**src/rtl/spi_irq_pkg.sv**
```systemverilog
package spi_irq_pkg;

  localparam int NUM_ERR = 6;
  localparam int NUM_EVT = 6;
  localparam int NUM_EDGE = 4;

  // error status bit positions (software decodes these)
  localparam int ERR_BUSY = 0;
  localparam int ERR_OVF  = 1;
  localparam int ERR_UNF  = 2;
  localparam int ERR_CMD  = 3;
  localparam int ERR_CSID = 4;
  localparam int ERR_ZB   = 5;

  // event status bit positions
  localparam int EVT_RXFULL = 0;
  localparam int EVT_TXEMP  = 1;
  localparam int EVT_RXWM   = 2;
  localparam int EVT_TXWM   = 3;
  localparam int EVT_READY  = 4;
  localparam int EVT_IDLE   = 5;

  typedef enum logic [1:0] {SPD_STD, SPD_DUAL, SPD_QUAD, SPD_RSVD} spd_e;
  typedef enum logic [1:0] {DIR_DUMMY, DIR_RX, DIR_TX, DIR_BOTH} dir_e;

  function automatic logic cmd_is_bad(input logic [1:0] spd, input logic [1:0] dir);
    spd_e s;
    dir_e d;
    s = spd_e'(spd);
    d = dir_e'(dir);
    return (s == SPD_RSVD) || ((d == DIR_BOTH) && (s != SPD_STD));
  endfunction

endpackage

```
**src/rtl/irq_cfg_regs.sv**
```systemverilog
module irq_cfg_regs #(
  parameter int TH_W = 8,
  parameter int RX_THR_RST = 127
) (
  input  logic            clk_i,
  input  logic            rst_ni,
  input  logic            err_en_we_i,
  input  logic [4:0]      err_en_wd_i,
  input  logic            evt_en_we_i,
  input  logic [5:0]      evt_en_wd_i,
  input  logic            thr_we_i,
  input  logic [TH_W-1:0] tx_thr_wd_i,
  input  logic [TH_W-1:0] rx_thr_wd_i,
  output logic [4:0]      err_en_o,
  output logic [5:0]      evt_en_o,
  output logic [TH_W-1:0] tx_thr_o,
  output logic [TH_W-1:0] rx_thr_o
);

  logic [4:0]      err_en_q, err_en_d;
  logic [5:0]      evt_en_q, evt_en_d;
  logic [TH_W-1:0] tx_thr_q, tx_thr_d, rx_thr_q, rx_thr_d;

  always_comb begin
    err_en_d = err_en_q;
    evt_en_d = evt_en_q;
    tx_thr_d = tx_thr_q;
    rx_thr_d = rx_thr_q;
    if (err_en_we_i) err_en_d = err_en_wd_i;
    if (evt_en_we_i) evt_en_d = evt_en_wd_i;
    if (thr_we_i) begin
      tx_thr_d = tx_thr_wd_i;
      rx_thr_d = rx_thr_wd_i;
    end
  end

  always_ff @(posedge clk_i or negedge rst_ni) begin
    if (!rst_ni) begin
      err_en_q <= '1;
      evt_en_q <= '0;
      tx_thr_q <= '0;
      rx_thr_q <= TH_W'(RX_THR_RST);
    end else begin
      err_en_q <= err_en_d;
      evt_en_q <= evt_en_d;
      tx_thr_q <= tx_thr_d;
      rx_thr_q <= rx_thr_d;
    end
  end

  assign err_en_o = err_en_q;
  assign evt_en_o = evt_en_q;
  assign tx_thr_o = tx_thr_q;
  assign rx_thr_o = rx_thr_q;

  AST_CFG_HOLD: assert property (@(posedge clk_i) disable iff (!rst_ni)
    !err_en_we_i |=> $stable(err_en_q)) else $error("err enable moved without write");

endmodule

```
**src/rtl/irq_err_unit.sv**
```systemverilog
module irq_err_unit
  import spi_irq_pkg::*;
#(
  parameter int NUM_CS   = 1,
  parameter int CSID_W   = 32,
  parameter int BE_W     = 4,
  parameter int TX_DEPTH = 72,
  parameter int TXD_W    = 7,
  parameter int RXD_W    = 7
) (
  input  logic               clk_i,
  input  logic               rst_ni,
  input  logic               cmd_wr_i,
  input  logic [1:0]         cmd_speed_i,
  input  logic [1:0]         cmd_dir_i,
  input  logic [CSID_W-1:0]  cmd_csid_i,
  input  logic               tx_wr_i,
  input  logic [BE_W-1:0]    tx_be_i,
  input  logic               rx_rd_i,
  input  logic [TXD_W-1:0]   tx_depth_i,
  input  logic [RXD_W-1:0]   rx_depth_i,
  input  logic               ready_i,
  input  logic [NUM_ERR-1:0] clr_i,
  output logic [NUM_ERR-1:0] status_o,
  output logic               cmd_fwd_o,
  output logic               block_o
);

  logic [NUM_ERR-1:0] st_q, st_d, set;
  logic tx_full, rx_empty, zero_mask, csid_bad;

  always_comb begin
    tx_full   = (int'(tx_depth_i) == TX_DEPTH);
    rx_empty  = (rx_depth_i == '0);
    zero_mask = (tx_be_i == '0);
    csid_bad  = (cmd_csid_i >= CSID_W'(NUM_CS));

    set           = '0;
    set[ERR_BUSY] = cmd_wr_i & ~ready_i;
    set[ERR_OVF]  = tx_wr_i & ~zero_mask & tx_full;
    set[ERR_UNF]  = rx_rd_i & rx_empty;
    set[ERR_CMD]  = cmd_wr_i & cmd_is_bad(cmd_speed_i, cmd_dir_i);
    set[ERR_CSID] = cmd_wr_i & csid_bad;
    set[ERR_ZB]   = tx_wr_i & zero_mask;

    st_d = (st_q & ~clr_i) | set;
  end

  always_ff @(posedge clk_i or negedge rst_ni) begin
    if (!rst_ni) st_q <= '0;
    else         st_q <= st_d;
  end

  assign block_o   = |st_q;
  assign cmd_fwd_o = cmd_wr_i & ready_i & ~set[ERR_CMD] & ~set[ERR_CSID] & ~(|st_q);
  assign status_o  = st_q;

  AST_BUSY_SETS: assert property (@(posedge clk_i) disable iff (!rst_ni)
    (cmd_wr_i && !ready_i) |=> st_q[ERR_BUSY]) else $error("busy error lost");

  AST_STICKY: assert property (@(posedge clk_i) disable iff (!rst_ni)
    1'b1 |=> ((st_q & $past(st_q & ~clr_i)) == $past(st_q & ~clr_i))) else $error("status dropped");

endmodule

```
**src/rtl/irq_edge_latch.sv**
```systemverilog
module irq_edge_latch #(
  parameter bit RISE = 1'b1
) (
  input  logic clk_i,
  input  logic rst_ni,
  input  logic lvl_i,
  input  logic ack_i,
  output logic flag_o
);

  logic prev_q, flag_q, flag_d, hit;

  always_comb begin
    hit    = RISE ? (lvl_i & ~prev_q) : (~lvl_i & prev_q);
    flag_d = hit | (flag_q & ~ack_i);
  end

  // history resets to the inactive-side value so reset release is no transition
  always_ff @(posedge clk_i or negedge rst_ni) begin
    if (!rst_ni) begin
      prev_q <= RISE;
      flag_q <= 1'b0;
    end else begin
      prev_q <= lvl_i;
      flag_q <= flag_d;
    end
  end

  assign flag_o = flag_q;

  AST_EDGE_HOLD: assert property (@(posedge clk_i) disable iff (!rst_ni)
    (flag_q && !ack_i) |=> flag_q) else $error("edge event lost");

endmodule

```
**src/rtl/irq_evt_unit.sv**
```systemverilog
module irq_evt_unit
  import spi_irq_pkg::*;
#(
  parameter int RX_DEPTH = 64,
  parameter int TXD_W    = 7,
  parameter int RXD_W    = 7,
  parameter int TH_W     = 8
) (
  input  logic                clk_i,
  input  logic                rst_ni,
  input  logic [TXD_W-1:0]    tx_depth_i,
  input  logic [RXD_W-1:0]    rx_depth_i,
  input  logic                ready_i,
  input  logic                active_i,
  input  logic [TH_W-1:0]     tx_thr_i,
  input  logic [TH_W-1:0]     rx_thr_i,
  input  logic [NUM_EDGE-1:0] ack_i,
  output logic [NUM_EVT-1:0]  status_o
);

  localparam logic [NUM_EDGE-1:0] RISE_MASK = 4'b0111;

  logic [NUM_EDGE-1:0] lvl, flag;
  logic txwm, rxwm;

  always_comb begin
    lvl[0] = (int'(rx_depth_i) == RX_DEPTH);
    lvl[1] = (tx_depth_i == '0);
    lvl[2] = ready_i;
    lvl[3] = active_i;
    txwm   = int'(tx_depth_i) < int'(tx_thr_i);
    rxwm   = int'(rx_depth_i) > int'(rx_thr_i);
  end

  for (genvar g = 0; g < NUM_EDGE; g++) begin : g_edge
    irq_edge_latch #(.RISE(RISE_MASK[g])) u_lat (
      .clk_i (clk_i),
      .rst_ni(rst_ni),
      .lvl_i (lvl[g]),
      .ack_i (ack_i[g]),
      .flag_o(flag[g])
    );
  end

  always_comb begin
    status_o             = '0;
    status_o[EVT_RXFULL] = flag[0];
    status_o[EVT_TXEMP]  = flag[1];
    status_o[EVT_RXWM]   = rxwm;
    status_o[EVT_TXWM]   = txwm;
    status_o[EVT_READY]  = flag[2];
    status_o[EVT_IDLE]   = flag[3];
  end

endmodule

```
**src/rtl/spi_irq_ctrl.sv**
```systemverilog
module spi_irq_ctrl
  import spi_irq_pkg::*;
#(
  parameter int NUM_CS     = 1,
  parameter int CSID_W     = 32,
  parameter int BE_W       = 4,
  parameter int TX_DEPTH   = 72,
  parameter int RX_DEPTH   = 64,
  parameter int TH_W       = 8,
  parameter int RX_THR_RST = 127,
  localparam int TXD_W     = $clog2(TX_DEPTH + 1),
  localparam int RXD_W     = $clog2(RX_DEPTH + 1)
) (
  input  logic               clk_i,
  input  logic               rst_ni,
  input  logic               cmd_wr_i,
  input  logic [1:0]         cmd_speed_i,
  input  logic [1:0]         cmd_dir_i,
  input  logic [CSID_W-1:0]  cmd_csid_i,
  input  logic               tx_wr_i,
  input  logic [BE_W-1:0]    tx_be_i,
  input  logic               rx_rd_i,
  input  logic [TXD_W-1:0]   tx_depth_i,
  input  logic [RXD_W-1:0]   rx_depth_i,
  input  logic               ready_i,
  input  logic               active_i,
  input  logic               err_en_we_i,
  input  logic [4:0]         err_en_wd_i,
  input  logic               evt_en_we_i,
  input  logic [5:0]         evt_en_wd_i,
  input  logic               thr_we_i,
  input  logic [TH_W-1:0]    tx_thr_wd_i,
  input  logic [TH_W-1:0]    rx_thr_wd_i,
  input  logic [5:0]         err_clr_i,
  input  logic [3:0]         evt_ack_i,
  output logic               err_irq_o,
  output logic               evt_irq_o,
  output logic [5:0]         err_status_o,
  output logic [5:0]         evt_status_o,
  output logic               cmd_fwd_o,
  output logic               cmd_block_o
);

  logic [4:0]      err_en;
  logic [5:0]      evt_en;
  logic [TH_W-1:0] tx_thr, rx_thr;

  irq_cfg_regs #(.TH_W(TH_W), .RX_THR_RST(RX_THR_RST)) u_cfg (
    .clk_i      (clk_i),
    .rst_ni     (rst_ni),
    .err_en_we_i(err_en_we_i),
    .err_en_wd_i(err_en_wd_i),
    .evt_en_we_i(evt_en_we_i),
    .evt_en_wd_i(evt_en_wd_i),
    .thr_we_i   (thr_we_i),
    .tx_thr_wd_i(tx_thr_wd_i),
    .rx_thr_wd_i(rx_thr_wd_i),
    .err_en_o   (err_en),
    .evt_en_o   (evt_en),
    .tx_thr_o   (tx_thr),
    .rx_thr_o   (rx_thr)
  );

  irq_err_unit #(
    .NUM_CS(NUM_CS), .CSID_W(CSID_W), .BE_W(BE_W),
    .TX_DEPTH(TX_DEPTH), .TXD_W(TXD_W), .RXD_W(RXD_W)
  ) u_err (
    .clk_i      (clk_i),
    .rst_ni     (rst_ni),
    .cmd_wr_i   (cmd_wr_i),
    .cmd_speed_i(cmd_speed_i),
    .cmd_dir_i  (cmd_dir_i),
    .cmd_csid_i (cmd_csid_i),
    .tx_wr_i    (tx_wr_i),
    .tx_be_i    (tx_be_i),
    .rx_rd_i    (rx_rd_i),
    .tx_depth_i (tx_depth_i),
    .rx_depth_i (rx_depth_i),
    .ready_i    (ready_i),
    .clr_i      (err_clr_i),
    .status_o   (err_status_o),
    .cmd_fwd_o  (cmd_fwd_o),
    .block_o    (cmd_block_o)
  );

  irq_evt_unit #(
    .RX_DEPTH(RX_DEPTH), .TXD_W(TXD_W), .RXD_W(RXD_W), .TH_W(TH_W)
  ) u_evt (
    .clk_i     (clk_i),
    .rst_ni    (rst_ni),
    .tx_depth_i(tx_depth_i),
    .rx_depth_i(rx_depth_i),
    .ready_i   (ready_i),
    .active_i  (active_i),
    .tx_thr_i  (tx_thr),
    .rx_thr_i  (rx_thr),
    .ack_i     (evt_ack_i),
    .status_o  (evt_status_o)
  );

  // zero-byte class has no enable: its gate is tied high
  assign err_irq_o = |(err_status_o & {1'b1, err_en});
  assign evt_irq_o = |(evt_status_o & evt_en);

  AST_ZB_UNGATED: assert property (@(posedge clk_i) disable iff (!rst_ni)
    err_status_o[ERR_ZB] |-> err_irq_o) else $error("zero-byte irq missing");

  AST_NO_FWD_BLOCKED: assert property (@(posedge clk_i) disable iff (!rst_ni)
    cmd_block_o |-> !cmd_fwd_o) else $error("command passed while blocked");

  AST_FWD_NEEDS_READY: assert property (@(posedge clk_i) disable iff (!rst_ni)
    cmd_fwd_o |-> ready_i) else $error("command passed while busy");

  AST_EVT_GATED: assert property (@(posedge clk_i) disable iff (!rst_ni)
    (evt_en == '0) |-> !evt_irq_o) else $error("event irq with no enable");

endmodule

```
**config.mk**
```make
export PLATFORM = sky130hd
export DESIGN_NAME = spi_irq_ctrl
export DESIGN_NICKNAME = d
export VERILOG_FILES = /design/src/rtl/spi_irq_pkg.sv /design/src/rtl/irq_cfg_regs.sv /design/src/rtl/irq_err_unit.sv /design/src/rtl/irq_edge_latch.sv /design/src/rtl/irq_evt_unit.sv /design/src/rtl/spi_irq_ctrl.sv
export SDC_FILE = /design/constraint.sdc
export NUM_CORES = 1
export LEC_CHECK = 0
export ABC_AREA = 1
export BUFFER_PORTS_ARGS = -buffer_cell sky130_fd_sc_hd__buf_2
export CAP_MARGIN = 10
export CELL_PAD_IN_SITES_DETAIL_PLACEMENT = 2
export CELL_PAD_IN_SITES_GLOBAL_PLACEMENT = 2
export CORE_UTILIZATION = 22
export DETAILED_ROUTE_END_ITERATION = 12
export GPL_ROUTABILITY_DRIVEN = 1
export GPL_TIMING_DRIVEN = 0
export PLACE_DENSITY_LB_ADDON = 0.1
export SLEW_MARGIN = 5
export SYNTH_ARGS = -nofsm -noshare
export SYNTH_HDL_FRONTEND = slang
export SYNTH_SLANG_ARGS = --single-unit
```
**constraint.sdc**
```tcl
create_clock -name clk_i -period 1.7 [get_ports clk_i]
set_clock_uncertainty 0.05 [all_clocks]
set_input_delay 0.34 -clock clk_i [delete_from_list [all_inputs] [get_ports clk_i]]
set_output_delay 0.34 -clock clk_i [all_outputs]
set_load 0.03 [all_outputs]
```
# After elaboration in Yosys (flattened, before gate mapping)
# Cells that the tools add are included.
[totals] reg_bits=41 latchBits=0 ramBits=0 mem_bits_ro=0 input_bits=101 out_inout_bits=16 wordCells=70 mem_count=0
[classes] addsub=0 n_mul=0 n_div=0 n_lt_le_gt_ge=3 n_eq_ne=4 n_shift=0 n_mux=0 bitwise_logic=41 n_reduce_logical=9
[op_table] op="32-bit by 1-bit >= comparator with 1-bit output (second input constant)" count=1
[op_table] op="1-bit AND" count=19
[op_table] op="6-bit AND" count=3
[op_table] op="6-bit OR reduction" count=3
[op_table] op="7-bit == test (second input constant)" count=2
[op_table] op="7-bit logical NOT" count=2
[op_table] op="1-bit inverter" count=13
[op_table] op="7-bit by 8-bit > comparator with 1-bit output" count=1
[op_table] op="7-bit by 8-bit < comparator with 1-bit output" count=1
[op_table] op="6-bit inverter" count=1
[op_table] op="6-bit bitwise OR" count=1
[op_table] op="2-bit == test (second input constant)" count=2
[op_table] op="4-bit logical NOT" count=1
[op_table] op="1-bit bitwise OR" count=4
[op_table] op="2-bit nonzero test" count=1
[op_table] op="1-bit logical AND" count=1
[op_table] op="1-bit logical OR" count=1

# Depth between registers and ports, before layout
# Gate-level depths: netlist of run 1.
[logic_depth] ltp_word=8 ltp_mapped=11 ltp_nobuf=11

# Modules after synthesis
# From an unflattened synthesis of run 1, not the netlist that was laid out.
[unflattened] hier_cells=313 area_unflattened_um2=2308.5
[by_module_without_submodules] mod="irq_cfg_regs" instances=1 cells_each=114 area_per_inst_um2=1066.0 seq_area_each_um2=690.7
[by_module_without_submodules] mod="irq_err_unit" instances=1 cells_each=74 area_per_inst_um2=449.2 seq_area_each_um2=150.1
[by_module_without_submodules] mod="irq_evt_unit" instances=1 cells_each=76 area_per_inst_um2=434.2 seq_area_each_um2=0.0
[by_module_without_submodules] mod="irq_edge_latch (u_evt.g_edge[0].u_lat ...)" instances=3 cells_each=7 area_per_inst_um2=70.1 seq_area_each_um2=51.3
[by_module_without_submodules] mod="spi_irq_ctrl" instances=1 cells_each=21 area_per_inst_um2=80.1 seq_area_each_um2=0.0
[by_module_without_submodules] mod="irq_edge_latch (u_evt.g_edge[3].u_lat)" instances=1 cells_each=7 area_per_inst_um2=68.8 seq_area_each_um2=50.0

# Worst setup path after synthesis of run 1
# Ideal clock, no wire load.
[synth_path] path_type="register to output" start="reg u_cfg.rx_thr_q[6], in the netlist u_cfg.rx_thr_o[6]" end="out evt_irq_o" arrival_time_ns=1.466 required_ns=1.310 slack_ns=-0.156 path_stages_with_launch=8 path_buffers=0 cell_sequence="dfstp_2 > inv_1 > ha_1 > inv_1 > nor3_2 > nand4_1 > nand3_1 > nand3_1"
[synth_via] elab_chain_len=3
[synth_rtl] item="start: declaration" line="irq_cfg_regs.sv:22" rtl="logic [TH_W-1:0] tx_thr_q, tx_thr_d, rx_thr_q, rx_thr_d;"
[synth_rtl] item="start signal: assignment" line="irq_cfg_regs.sv:42" rtl="rx_thr_q <= TH_W'(RX_THR_RST);"
[synth_rtl] item="start signal: assignment" line="irq_cfg_regs.sv:47" rtl="rx_thr_q <= rx_thr_d;"
[synth_rtl] item="7-bit by 8-bit > comparator with 1-bit output" line="irq_evt_unit.sv:32" rtl="rxwm = int'(rx_depth_i) > int'(rx_thr_i);"
[synth_rtl] item="6-bit AND" line="spi_irq_ctrl.sv:103" rtl="assign evt_irq_o = |(evt_status_o & evt_en);"
[synth_rtl] item="6-bit OR reduction" line="spi_irq_ctrl.sv:103"
[synth_rtl] item="end: declaration" line="spi_irq_ctrl.sv:37" rtl="output logic evt_irq_o,"
# No other way between the ends.

# Worst setup path after layout of run 1
# Same ends and word-level chain as after synthesis.

==> PnR_summary.wiki, run 1 <==
{| class="wikitable"
! Metric !! Value
|-
| Clock network fraction of total power || 34.9%
|-
| Category of the most critical setup path || reg2out
|-
| Post-synth EDFFs || 0
|-
| Max_slew headroom || 35.42%
|-
| I/O Pins || 117
|-
| CTS Sinks || 41
|-
| Maximum number of pins on one net before global-route repair || 42
|-
| First-pass GRT wire length || 10730 µm
|-
| Category of the worst setup path launch point || register
|-
| Fin crit period || 2.254 ns
|-
| Master of the slowest instance on the critical path || sky130_fd_sc_hd__dfstp_2
|-
| Top cell types by occurrence after synthesis || 56 x sky130_fd_sc_hd__nand2_1, 45 x sky130_fd_sc_hd__inv_1, 28 x sky130_fd_sc_hd__nor2_1
|-
| Via count || 2155
|-
| Leading register cell type out of synthesis || sky130_fd_sc_hd__dfrtp_1
|-
| Slew at the pin closest to its max-slew limit || 0.9687 ns
|-
| Critical path arrival || 1.86 ns
|-
| Switching part of the total || 27.65%
|-
| Flip-flop and latch count after synthesis || 41
|-
| Cell Area, Placed || 2997 µm²
|-
| Floorplan die area || 10480 µm²
|-
| Register area share after synthesis || 47.12%
|-
| Clock buffer count from CTS || 5
|-
| Internal power summed over all cells || 1.957 mW
|-
| Top area cells in the synthesized netlist || sky130_fd_sc_hd__dfrtp_1 29%, sky130_fd_sc_hd__dfstp_2 18%, sky130_fd_sc_hd__nand2_1 9.5%, sky130_fd_sc_hd__inv_1 7.6%, sky130_fd_sc_hd__ha_1 7.3%
|-
| Final hold slack || 0.1101 ns
|-
| Detail-routed net length per standard cell || 13.28 µm
|-
| Number of DRC markers after the initial detailed-route iteration || 19
|-
| Total net switching power || 0.7477 mW
|-
| Most instantiated library cell after synthesis || sky130_fd_sc_hd__nand2_1
|-
| Yosys warnings || 0
|-
| Power density cells || 808.6 nW/µm²
|-
| Post-DR vias/cell || 4.144
|-
| Final hold vios || 0
|-
| Mean post-synth cell area || 8.430 µm²
|-
| Initial core utilization || 22.68%
|-
| Inserted Diodes || 0
|-
| Final-layout setup total negative slack || -1.496 ns
|-
| Max incr delay on CP || 0.54 ns
|-
| TritonCTS clock tree || built
|-
| Count of port buffers added during placement || 113
|-
| Cell accounting for the most synthesized area || sky130_fd_sc_hd__dfrtp_1
|-
| Crit share post-route || 132.6%
|-
| Worst reg2reg setup slack || 0.82 ns
|-
| Maximum level of the CTS H-tree || 2
|-
| Path class of the lowest-slack min-delay path || in2reg
|-
| Die height || 102.4 µm
|-
| Maximum capacitance violations || 0
|-
| Total buffers and inverters traversed by the critical path || 3
|-
| Post-synth net total || 377
|-
| Async set-reset flop share out of synthesis || 100.0%
|-
| Remaining Overflow, GRT || 0
|-
| Post-layout net count || 500
|-
| Area growth from synthesis to layout || 50.85%
|-
| Peak clock frequency supported by timing || 443.6 MHz
|-
| Pre-CTS WS || -0.3672 ns
|-
| Area of the mapped netlist || 2217 µm²
|-
| Fraction of final layout cells with drive strength greater than 1 || 54.01%
|-
| Total wire length || 6907 µm
|-
| Crit-path max FO || 3
|-
| Status || finished with violations
|-
| Total global-route track usage || 13.51%
|-
| Netlist cell types || 24
|-
| Number of endpoints failing setup at the final stage || 6
|-
| Clock Root Buffer || sky130_fd_sc_hd__clkbuf_8
|-
| Critical Path, Cell by Cell || inv_2 > ha_4 > inv_4 > nor3_4 > nand4_1 > nand3_2 > nand3_2 > buf_6
|-
| Final RePlAce weighted congestion || 0.7197
|-
| Number of core rows || 36
|-
| Non-Filler Cell Area, Final || 3344 µm²
|-
| Required time worst endpoint || 1.31 ns
|-
| Residual antenna-violating net count after detailed routing || 0
|-
| Clock insertion delay at the later pin of the skew report || 0.29 ns
|-
| Peak VDD IR || 0.4811 mV
|-
| Count of TritonRoute iterations in the first routing pass || 3
|-
| Buffer depth of the longest clock path || 2
|-
| Share of power burned in registers || 40.8%
|-
| Endpoint kind of the worst setup timing path || output pin
|-
| Final worst slack || -0.5545 ns
|-
| Post-detail-place hpwl || 5634 µm
|-
| Violations in the final reports || setup timing
|-
| Share of the synthesized area in the top cell type || 29.35%
|-
| Remaining routing DRC violations || 0
|-
| Clock Pin Slew Worst Setup and Hold Paths || 0.09 ns
|-
| Core region area || 9774 µm²
|-
| Most common cell type on the critical path || sky130_fd_sc_hd__nand3_2
|-
| Die boundary width || 102.4 µm
|-
| Static power due to leakage || 1.670 nW
|-
| Count of mapped cells out of synthesis || 263
|-
| Antenna violations before repair || 0
|-
| Via count of the first global-routing pass || 2269
|-
| Relative contribution of combinational cells to total power || 24.2%
|-
| Cell family with the largest share of critical-path delay || flip-flops
|-
| RSZ-0062 raised after global routing || yes
|-
| Max Transition Viols Final || 0
|}
[stage by stage]
stage	power (mW)	utilization, %	std cells
detailed placement	1.683	30.66	509
global route	2.870	34.22	520
global placement	1.662	30.66	509
floorplan	1.430	-	263
finish	2.704	34.22	520
CTS	2.739	33.51	519
[cells in the final DEF, fill, tap and decap left out, types with 2 or more instances in the layout]
cell,synthesis,layout
sky130_fd_sc_hd__dfstp_2,15,15
sky130_fd_sc_hd__bufinv_16,0,2
sky130_fd_sc_hd__nand4_1,4,4
sky130_fd_sc_hd__buf_4,7,9
sky130_fd_sc_hd__ha_1,13,5
sky130_fd_sc_hd__and2_4,0,2
sky130_fd_sc_hd__nand2_2,1,10
sky130_fd_sc_hd__mux2_2,7,7
sky130_fd_sc_hd__buf_6,0,7
sky130_fd_sc_hd__o21ai_0,25,25
sky130_fd_sc_hd__inv_1,45,30
sky130_fd_sc_hd__nand3_1,7,5
sky130_fd_sc_hd__clkbuf_8,0,5
sky130_fd_sc_hd__nand2_1,56,47
sky130_fd_sc_hd__o211ai_1,2,2
sky130_fd_sc_hd__a21oi_1,6,2
sky130_fd_sc_hd__nor2_1,28,27
sky130_fd_sc_hd__inv_2,0,14
sky130_fd_sc_hd__nor3_4,1,3
sky130_fd_sc_hd__buf_2,3,110
sky130_fd_sc_hd__nand3_2,0,2
sky130_fd_sc_hd__ha_4,0,8
sky130_fd_sc_hd__o22ai_1,7,6
sky130_fd_sc_hd__dfrtp_1,26,22
sky130_fd_sc_hd__dfrtp_2,0,4
sky130_fd_sc_hd__a21oi_2,0,4
[state kept, by name, summed over array words and instances (netlist names)]
register and cells:
u_evt.g_edge.u_lat.prev_q 4, u_cfg.err_en_o 5, u_evt.g_edge.u_lat.flag_o 4, u_cfg.evt_en_o 6, u_err.status_o 6, u_cfg.tx_thr_o 8, u_cfg.rx_thr_o 8
[kinds of logic after synthesis]
family	after synthesis	synth area share (%)
mux	7	3.556
fa+ha+maj	13	7.337
compound gates	43	10.72
simple gates	103	20.43
buf+inv	56	10.83
flops	41	47.12
[final cells by class]
cell class	count	area, µm²
fillers	1148	6430
multi-input cells	166	1122
flip-flops and latches	41	1050
repair buffers	118	644.4
inverters	45	171.4
well taps	133	166.4
clock buffers	5	68.82
clock inverters	3	65.06
plain buffers	9	56.30
[path summary, 6_finish.rpt]
| kind | from | end | cells past startpoint |
|---|---|---|---|
| setup reg to reg | u_cfg.err_en_o[3] | u_cfg.err_en_o[3] | 2 |
| max in group asynchronous | rst_ni | u_err.status_o[3] | 1 |
| min in group asynchronous | rst_ni | u_evt.g_edge[3].u_lat.prev_q | 1 |
| setup / recovery | u_cfg.rx_thr_o[6] | evt_irq_o | 8 |
| hold / removal | active_i | u_evt.g_edge[3].u_lat.prev_q | 1 |
| hold reg to reg | u_cfg.rx_thr_o[2] | u_cfg.rx_thr_o[2] | 2 |
[layer usage]
layer	vias to the layer above	global-route usage, %	routed length (µm)
met1	1002	15.22	2835
met5	-	0	0
met4	0	3.626	53
met3	5	2.736	420
li1	1074	-	-
met2	74	25.66	3597
[repair_timing]
action                                 4_1_cts  5_1_grt
hold buffers                                 0        0
gates resized for setup                     34       16
pin swaps                                   15        9
endpoints found under the hold margin        0        0
setup endpoints to repair                    6        6
setup buffers                                4        2
[worst register-to-register path, stage by stage, from the launching register on]
cell and delay [ns]:
sky130_fd_sc_hd__dfstp_2 0.54, sky130_fd_sc_hd__inv_2 0.05, sky130_fd_sc_hd__o21ai_0 0.17
[power by group through the flow]
| stage | registers (mW) | logic (mW) | clock network (mW) |
|---|---|---|---|
| after floorplan | 1.13 | 0.303 | 0 |
| after global placement | 1.12 | 0.545 | 0 |
| after detailed placement | 1.12 | 0.563 | 0 |
| after CTS | 1.11 | 0.635 | 0.999 |
| after global routing | 1.11 | 0.736 | 1.02 |
| final | 1.10 | 0.655 | 0.944 |
No activity file was read; power rests on OpenSTA's default activity.
==> run 2: changes to the inputs <==
- BUFFER_PORTS_ARGS: -buffer_cell sky130_fd_sc_hd__buf_2 -> -buffer_cell sky130_fd_sc_hd__clkbuf_2
- SETUP_SLACK_MARGIN: unset -> 0.2
==> run 2 against run 1 <==
Effect of this change:
- the flow still finishes with violations (setup timing)
- combinational power is 4.7% higher
- sequential share of layout area is 0.21 points lower
- first-iteration DRC count is 37% higher
- critical path type unchanged
- largest cell class unchanged
- maximum frequency is 0.99% lower
==> PnR_summary.wiki, run 2 (synthesized netlist as in run 1, its figures left out) <==
{| class="wikitable"
! Metric !! Value
|-
| Buffer depth of the longest clock path || 2 (unchanged)
|-
| Post-layout net count || 505 (was 500)
|-
| Antenna violations before repair || 0 (unchanged)
|-
| Crit-path max FO || 3 (unchanged)
|-
| Maximum capacitance violations || 0 (unchanged)
|-
| Max Transition Viols Final || 0 (unchanged)
|-
| Worst hold path depth || 1 (unchanged)
|-
| Power density cells || 721.2 nW/µm² (was 808.6 nW/µm²)
|-
| Most frequent standard cell in the layout excluding fill and tap cells || sky130_fd_sc_hd__clkbuf_2 (was sky130_fd_sc_hd__buf_2)
|-
| Violations in the final reports || setup timing (unchanged)
|-
| Worst reg2reg setup slack || 0.63 ns (was 0.82 ns)
|-
| CTS Sinks || 41 (unchanged)
|-
| Fraction of final layout cells with drive strength greater than 1 || 54.85% (was 54.01%)
|-
| RSZ-0062 raised after global routing || yes (unchanged)
|-
| Inserted Diodes || 0 (unchanged)
|-
| Final worst slack || -0.5771 ns (was -0.5545 ns)
|-
| Critical path arrival || 1.89 ns (was 1.86 ns)
|-
| Non-filler instance count after layout || 525 (was 520)
|-
| Origin of the worst min-delay path || ready_i (was active_i)
|-
| Path class of the lowest-slack min-delay path || in2reg (unchanged)
|-
| TritonCTS clock tree || built (unchanged)
|-
| Maximum number of pins on one net before global-route repair || 42 (unchanged)
|-
| I/O Pins || 117 (unchanged)
|-
| Initial core utilization || 22.68% (unchanged)
|-
| Number of DRC markers after the initial detailed-route iteration || 26 (was 19)
|-
| Worst R2R End || u_cfg.rx_thr_o[6] (was u_cfg.err_en_o[3])
|-
| Clock buffer count from CTS || 5 (unchanged)
|-
| Final-layout setup total negative slack || -1.700 ns (was -1.496 ns)
|-
| Clock Root Buffer || sky130_fd_sc_hd__clkbuf_8 (unchanged)
|-
| Area growth from synthesis to layout || 52.03% (was 50.85%)
|-
| R2R depth || 4 (was 2)
|-
| Post-DR vias/cell || 4.166 (was 4.144)
|-
| Detail-routed net length per standard cell || 13.13 µm (was 13.28 µm)
|-
| Clock insertion delay at the later pin of the skew report || 0.29 ns (about the same)
|-
| Via count || 2187 (was 2155)
|-
| Die boundary width || 102.4 µm (unchanged)
|-
| Count of port buffers added during placement || 113 (unchanged)
|-
| Post-detail-place hpwl || 5645 µm (was 5634 µm)
|-
| Peak VDD IR || 0.2774 mV (was 0.4811 mV)
|-
| Worst-case hold path end point || u_evt.g_edge[2].u_lat.prev_q (was u_evt.g_edge[3].u_lat.prev_q)
|-
| Residual antenna-violating net count after detailed routing || 0 (unchanged)
|-
| Total wire length || 6895 µm (was 6907 µm)
|-
| # placed instances || 509 (unchanged)
|-
| Count of TritonRoute iterations in the first routing pass || 3 (unchanged)
|-
| Final hold slack || 0.1043 ns (was 0.1101 ns)
|-
| Final hold vios || 0 (unchanged)
|-
| Peak clock frequency supported by timing || 439.2 MHz (was 443.6 MHz)
|-
| Core region area || 9774 µm² (unchanged)
|-
| Maximum level of the CTS H-tree || 2 (unchanged)
|-
| Remaining Overflow, GRT || 0 (unchanged)
|-
| Remaining routing DRC violations || 0 (unchanged)
|-
| Status || finished with violations (unchanged)
|-
| Fin crit period || 2.277 ns (was 2.254 ns)
|-
| Number of core rows || 36 (unchanged)
|-
| Slew at the pin closest to its max-slew limit || 1.086 ns (was 0.9687 ns)
|-
| First-pass GRT wire length || 10880 µm (was 10730 µm)
|-
| Die height || 102.4 µm (unchanged)
|-
| Category of the most critical setup path || reg2out (unchanged)
|-
| Final RePlAce weighted congestion || 0.6756 (was 0.7197)
|-
| Clock Pin Slew Worst Setup and Hold Paths || 0.08 ns (was 0.09 ns)
|-
| Category of the worst setup path launch point || register (unchanged)
|-
| Static power due to leakage || 1.693 nW (was 1.670 nW)
|-
| Pre-CTS WS || -0.3388 ns (was -0.3672 ns)
|-
| Number of endpoints failing setup at the final stage || 6 (unchanged)
|-
| Total global-route track usage || 13.72% (was 13.51%)
|-
| Final core utilization || 34.49% (was 34.22%)
|-
| Total power draw || 2.431 mW (was 2.704 mW)
|-
| Most frequent cells in the layout || 107 x sky130_fd_sc_hd__clkbuf_2, 49 x sky130_fd_sc_hd__nand2_1, 28 x sky130_fd_sc_hd__nor2_1 (was 110 x sky130_fd_sc_hd__buf_2, 47 x sky130_fd_sc_hd__nand2_1, 30 x sky130_fd_sc_hd__inv_1)
|-
| Floorplan die area || 10480 µm² (unchanged)
|-
| Filler instances || 1149 (was 1148)
|-
| Endpoint kind of the worst setup timing path || output pin (unchanged)
|-
| Via count of the first global-routing pass || 2302 (was 2269)
|-
| Non-Filler Cell Area, Final || 3371 µm² (was 3344 µm²)
|-
| Beginning of the worst register-to-register path || u_cfg.rx_thr_o[6] (was u_cfg.err_en_o[3])
|-
| Max_slew headroom || 27.57% (was 35.42%)
|-
| Required time worst endpoint || 1.31 ns (about the same)
|-
| Cell Area, Placed || 3017 µm² (was 2997 µm²)
|-
| Crit share post-route || 133.9% (was 132.6%)
|}
run 2: cell count changes in the layout (fill, tap and decap cells not counted), moves of 3 or more:
cell,before,now
sky130_fd_sc_hd__buf_2,110,3
sky130_fd_sc_hd__inv_2,14,18
sky130_fd_sc_hd__buf_4,9,12
sky130_fd_sc_hd__inv_1,30,27
sky130_fd_sc_hd__buf_6,7,4
sky130_fd_sc_hd__buf_8,0,4
sky130_fd_sc_hd__clkbuf_2,0,107
run 2: final cells by class:
type                       instances  area (µm²)  share of cell area [%]
multi-input combinational        166        1124                   33.33
sequential                        41        1051                   31.18
timing repair buffer             121       695.7                   20.64
inverter                          45       168.9                   5.011
tap                              133       166.4                   4.937
buffer                            11       78.83                   2.339
clock buffer                       5       68.82                   2.042
clock inverter                     3       17.52                  0.5197
run 2: worst max-delay path by stage:
stage / slack, ns / from / endpoint
final: -0.58 / u_cfg.rx_thr_o[6] / evt_status_o[2]
after global routing: -0.66 / u_cfg.rx_thr_o[6] / evt_status_o[2]
after CTS: -0.63 / u_cfg.rx_thr_o[6] / evt_status_o[2]
after detailed placement: -0.34 / u_cfg.rx_thr_o[4] / evt_status_o[2]
after global placement: -0.33 / u_cfg.rx_thr_o[6] / evt_status_o[2]
after floorplan: -0.08 / u_cfg.rx_thr_o[4] / evt_status_o[2]
run 2: timing repair:
action / 4_1_cts / 5_1_grt
buffers inserted: 6 / 2
pin swaps: 13 / 10
hold buffers: 0 / 0
endpoints found under the setup margin: 6 / 6
gates resized for setup: 30 / 21
hold endpoints to repair: 0 / 0
run 2: critical path: stages (launching register included):
cell and delay [ns]:
sky130_fd_sc_hd__dfstp_2 0.53, sky130_fd_sc_hd__inv_2 0.05, sky130_fd_sc_hd__ha_4 0.27, sky130_fd_sc_hd__inv_2 0.04, sky130_fd_sc_hd__nor3_4 0.16, sky130_fd_sc_hd__nand4_1 0.15, sky130_fd_sc_hd__and2_4 0.17, sky130_fd_sc_hd__buf_6 0.11
sky130_fd_sc_hd__buf_8 0.12
run 2: routing by layer:
| metal | wire length (µm) | vias up | track usage, % | part of all wire [%] |
|---|---|---|---|---|
| met5 | 0 | - | 0 | 0 |
| met4 | 52 | 0 | 2.967 | 0.75 |
| met3 | 400 | 4 | 2.941 | 5.8 |
| met2 | 3620 | 74 | 26.33 | 53 |
| met1 | 2822 | 1021 | 15.41 | 41 |
| li1 | - | 1088 | - | - |
run 2: power breakdown:
part           internal (mW)  switching, mW  leakage [nW]
Combinational          0.335          0.352          1.18
Clock                  0.284          0.354        0.0439
Sequential              1.07         0.0362         0.472
Total                   1.69          0.742          1.69
==> run 3: changes to the inputs <==
- CTS_BUF_LIST: unset -> sky130_fd_sc_hd__clkbuf_4
==> run 3 against run 2 <==
Effect of this change:
- the flow still finishes with violations (setup timing)
- clock power shrank 22%
- flip-flop and latch count is the same
- first-iteration DRC count shrank 3.8%
- wire length is essentially flat
- total power shrank 5.6%
- register-to-register slack is essentially flat
- die area is the same
- setup slack lost 0.068 ns
- clock-buffer cell count is the same
- core utilization shrank 0.064 points
- sequential power is essentially flat
- critical path type unchanged
- largest cell class unchanged
- largest power group unchanged
==> PnR_summary.wiki, run 3 (synthesized netlist as in run 1, its figures left out) <==
{| class="wikitable"
! Metric !! Value
|-
| Antenna violations before repair || 0 (unchanged)
|-
| Via count || 2189 (was 2187)
|-
| Violations in the final reports || setup timing (unchanged)
|-
| Max_slew headroom || 27.64% (was 27.57%)
|-
| Post-DR vias/cell || 4.170 (was 4.166)
|-
| Detail-routed net length per standard cell || 13.13 µm (about the same)
|-
| Filler instances || 1150 (was 1149)
|-
| Max incr delay on CP || 0.55 ns (was 0.53 ns)
|-
| Crit share post-route || 138.0% (was 133.9%)
|-
| Power density cells || 681.8 nW/µm² (was 721.2 nW/µm²)
|-
| Peak clock frequency supported by timing || 426.4 MHz (was 439.2 MHz)
|-
| TritonCTS clock tree || built (unchanged)
|-
| Die height || 102.4 µm (unchanged)
|-
| Static power due to leakage || 1.685 nW (was 1.693 nW)
|-
| Most common cell type on the critical path || sky130_fd_sc_hd__inv_2 (unchanged)
|-
| First-pass GRT wire length || 10890 µm (was 10880 µm)
|-
| Area growth from synthesis to layout || 51.75% (was 52.03%)
|-
| Count of TritonRoute iterations in the first routing pass || 3 (unchanged)
|-
| Clock Pin Slew Worst Setup and Hold Paths || 0.13 ns (was 0.08 ns)
|-
| Number of core rows || 36 (unchanged)
|-
| Max Transition Viols Final || 0 (unchanged)
|-
| Path class of the lowest-slack min-delay path || in2reg (unchanged)
|-
| Required time worst endpoint || 1.31 ns (about the same)
|-
| Number of endpoints failing setup at the final stage || 6 (unchanged)
|-
| I/O Pins || 117 (unchanged)
|-
| Clock insertion delay at the later pin of the skew report || 0.34 ns (was 0.29 ns)
|-
| Category of the most critical setup path || reg2out (unchanged)
|-
| Final worst slack || -0.6452 ns (was -0.5771 ns)
|-
| Inserted Diodes || 0 (unchanged)
|-
| Slew at the pin closest to its max-slew limit || 1.085 ns (was 1.086 ns)
|-
| Fin crit period || 2.345 ns (was 2.277 ns)
|-
| Most frequent cells in the layout || 101 x sky130_fd_sc_hd__clkbuf_2, 49 x sky130_fd_sc_hd__nand2_1, 28 x sky130_fd_sc_hd__nor2_1 (was 107 x sky130_fd_sc_hd__clkbuf_2, 49 x sky130_fd_sc_hd__nand2_1, 28 x sky130_fd_sc_hd__nor2_1)
|-
| Master of the slowest instance on the critical path || sky130_fd_sc_hd__dfstp_2 (unchanged)
|-
| Endpoint kind of the worst setup timing path || output pin (unchanged)
|-
| Category of the worst setup path launch point || register (unchanged)
|-
| Most frequent standard cell in the layout excluding fill and tap cells || sky130_fd_sc_hd__clkbuf_2 (unchanged)
|-
| Non-Filler Cell Area, Final || 3364 µm² (was 3371 µm²)
|-
| RSZ-0062 raised after global routing || yes (unchanged)
|-
| Total wire length || 6893 µm (was 6895 µm)
|-
| Initial core utilization || 22.68% (unchanged)
|-
| Residual antenna-violating net count after detailed routing || 0 (unchanged)
|-
| Die boundary width || 102.4 µm (unchanged)
|-
| Final hold slack || 0.03762 ns (was 0.1043 ns)
|-
| Crit-path max FO || 3 (unchanged)
|-
| Final hold vios || 0 (unchanged)
|-
| Count of port buffers added during placement || 113 (unchanged)
|-
| Remaining routing DRC violations || 0 (unchanged)
|-
| Final RePlAce weighted congestion || 0.6756 (unchanged)
|-
| Core region area || 9774 µm² (unchanged)
|-
| Clock buffer count from CTS || 5 (unchanged)
|-
| Critical Path, Cell by Cell || inv_2 > ha_4 > inv_2 > nor3_4 > nand4_1 > and2_4 > buf_6 > buf_8 (unchanged)
|-
| Cell Area, Placed || 3017 µm² (unchanged)
|-
| Fraction of final layout cells with drive strength greater than 1 || 55.10% (was 54.85%)
|-
| Maximum capacitance violations || 0 (unchanged)
|-
| Buffer depth of the longest clock path || 2 (unchanged)
|-
| CTS Sinks || 41 (unchanged)
|-
| Peak VDD IR || 0.2674 mV (was 0.2774 mV)
|-
| Critical path arrival || 1.96 ns (was 1.89 ns)
|-
| Remaining Overflow, GRT || 0 (unchanged)
|-
| Clock Root Buffer || sky130_fd_sc_hd__clkbuf_4 (was sky130_fd_sc_hd__clkbuf_8)
|-
| Total global-route track usage || 13.72% (unchanged)
|-
| Floorplan die area || 10480 µm² (unchanged)
|-
| Number of DRC markers after the initial detailed-route iteration || 25 (was 26)
|-
| Status || finished with violations (unchanged)
|-
| Maximum number of pins on one net before global-route repair || 42 (unchanged)
|-
| Maximum level of the CTS H-tree || 2 (unchanged)
|-
| Post-detail-place hpwl || 5645 µm (unchanged)
|-
| Post-layout net count || 505 (unchanged)
|-
| Via count of the first global-routing pass || 2299 (was 2302)
|}
## run 3: changes by cell type in the layout (fill, tap and decap cells not counted), sizes merged
cell	previous run	this run
buf	23	29
clkbuf	114	108
## run 3: worst max-delay path: cells and delay by family (launching register included)
family / cells / cell delay, ns
buffers and inverters: 4 / 0.32
adder cells (fa/ha/maj): 1 / 0.27
AND/OR/NAND/NOR: 3 / 0.48
flip-flops: 1 / 0.55
## run 3: stage by stage
step / cells / setup slack [ns] / power [mW] / utilization, % / setup TNS [ns]
3_3_place_gp: 509 / -0.3314 / 1.673 / 30.86 / -0.8971
2_1_floorplan: 263 / -0.08096 / 1.439 / - / -0.1657
4_1_cts: 523 / -0.7177 / 2.303 / 33.31 / -2.456
3_5_place_dp: 509 / -0.3388 / 1.694 / 30.86 / -0.9477
6_report: 525 / -0.6452 / 2.294 / 34.42 / -2.099
5_1_grt: 525 / -0.7457 / 2.466 / 34.42 / -2.733
## run 3: layout make-up
class                      count  area (µm²)  share of cell area, %
buffer                        11       78.83                  2.343
clock buffer                   5       37.54                  1.116
clock inverter                 3       17.52                 0.5206
inverter                      45       168.9                  5.020
multi-input combinational    166        1124                  33.40
sequential                    41        1052                  31.28
tap                          133       166.4                  4.946
timing repair buffer         121       719.4                  21.38
## run 3: power breakdown
group          total (mW)  internal [mW]  switching (mW)
Sequential           1.11           1.07          0.0363
Combinational       0.691          0.339           0.352
Clock               0.496          0.156           0.339
Total                2.29           1.57           0.728
## run 3: per-layer routing
layer / vias up / share of wire, % / global-route usage (%)
met4: 0 / 0.94 / 2.967
met3: 5 / 5.7 / 2.941
met5: - / 0 / 0
met2: 74 / 52 / 26.28
met1: 1020 / 41 / 15.45
li1: 1090 / - / -
## run 3: path summary, 6_finish.rpt
kind / from / endpoint / slack [ns] / depth (start not counted)
worst min register to register: u_cfg.err_en_o[3] / u_cfg.err_en_o[3] / 0.46 / 2
worst max-delay path: u_cfg.rx_thr_o[6] / evt_status_o[2] / -0.65 / 8
worst min-delay path: ready_i / u_evt.g_edge[2].u_lat.prev_q / 0.04 / 1
worst max register to register: u_cfg.rx_thr_o[6] / u_cfg.rx_thr_o[6] / 0.62 / 4
min in group asynchronous: rst_ni / u_cfg.tx_thr_o[0] / 0.12 / 1
max in group asynchronous: rst_ni / u_err.status_o[0] / 0.75 / 1
## run 3: repair_timing
| action | CTS | global route |
|---|---|---|
| hold buffers | 0 | 0 |
| endpoints found under the setup margin | 6 | 13 |
| buffers inserted | 6 | 2 |
| resized for setup | 32 | 34 |
| cloned | 0 | 0 |
| pin swaps | 13 | 10 |
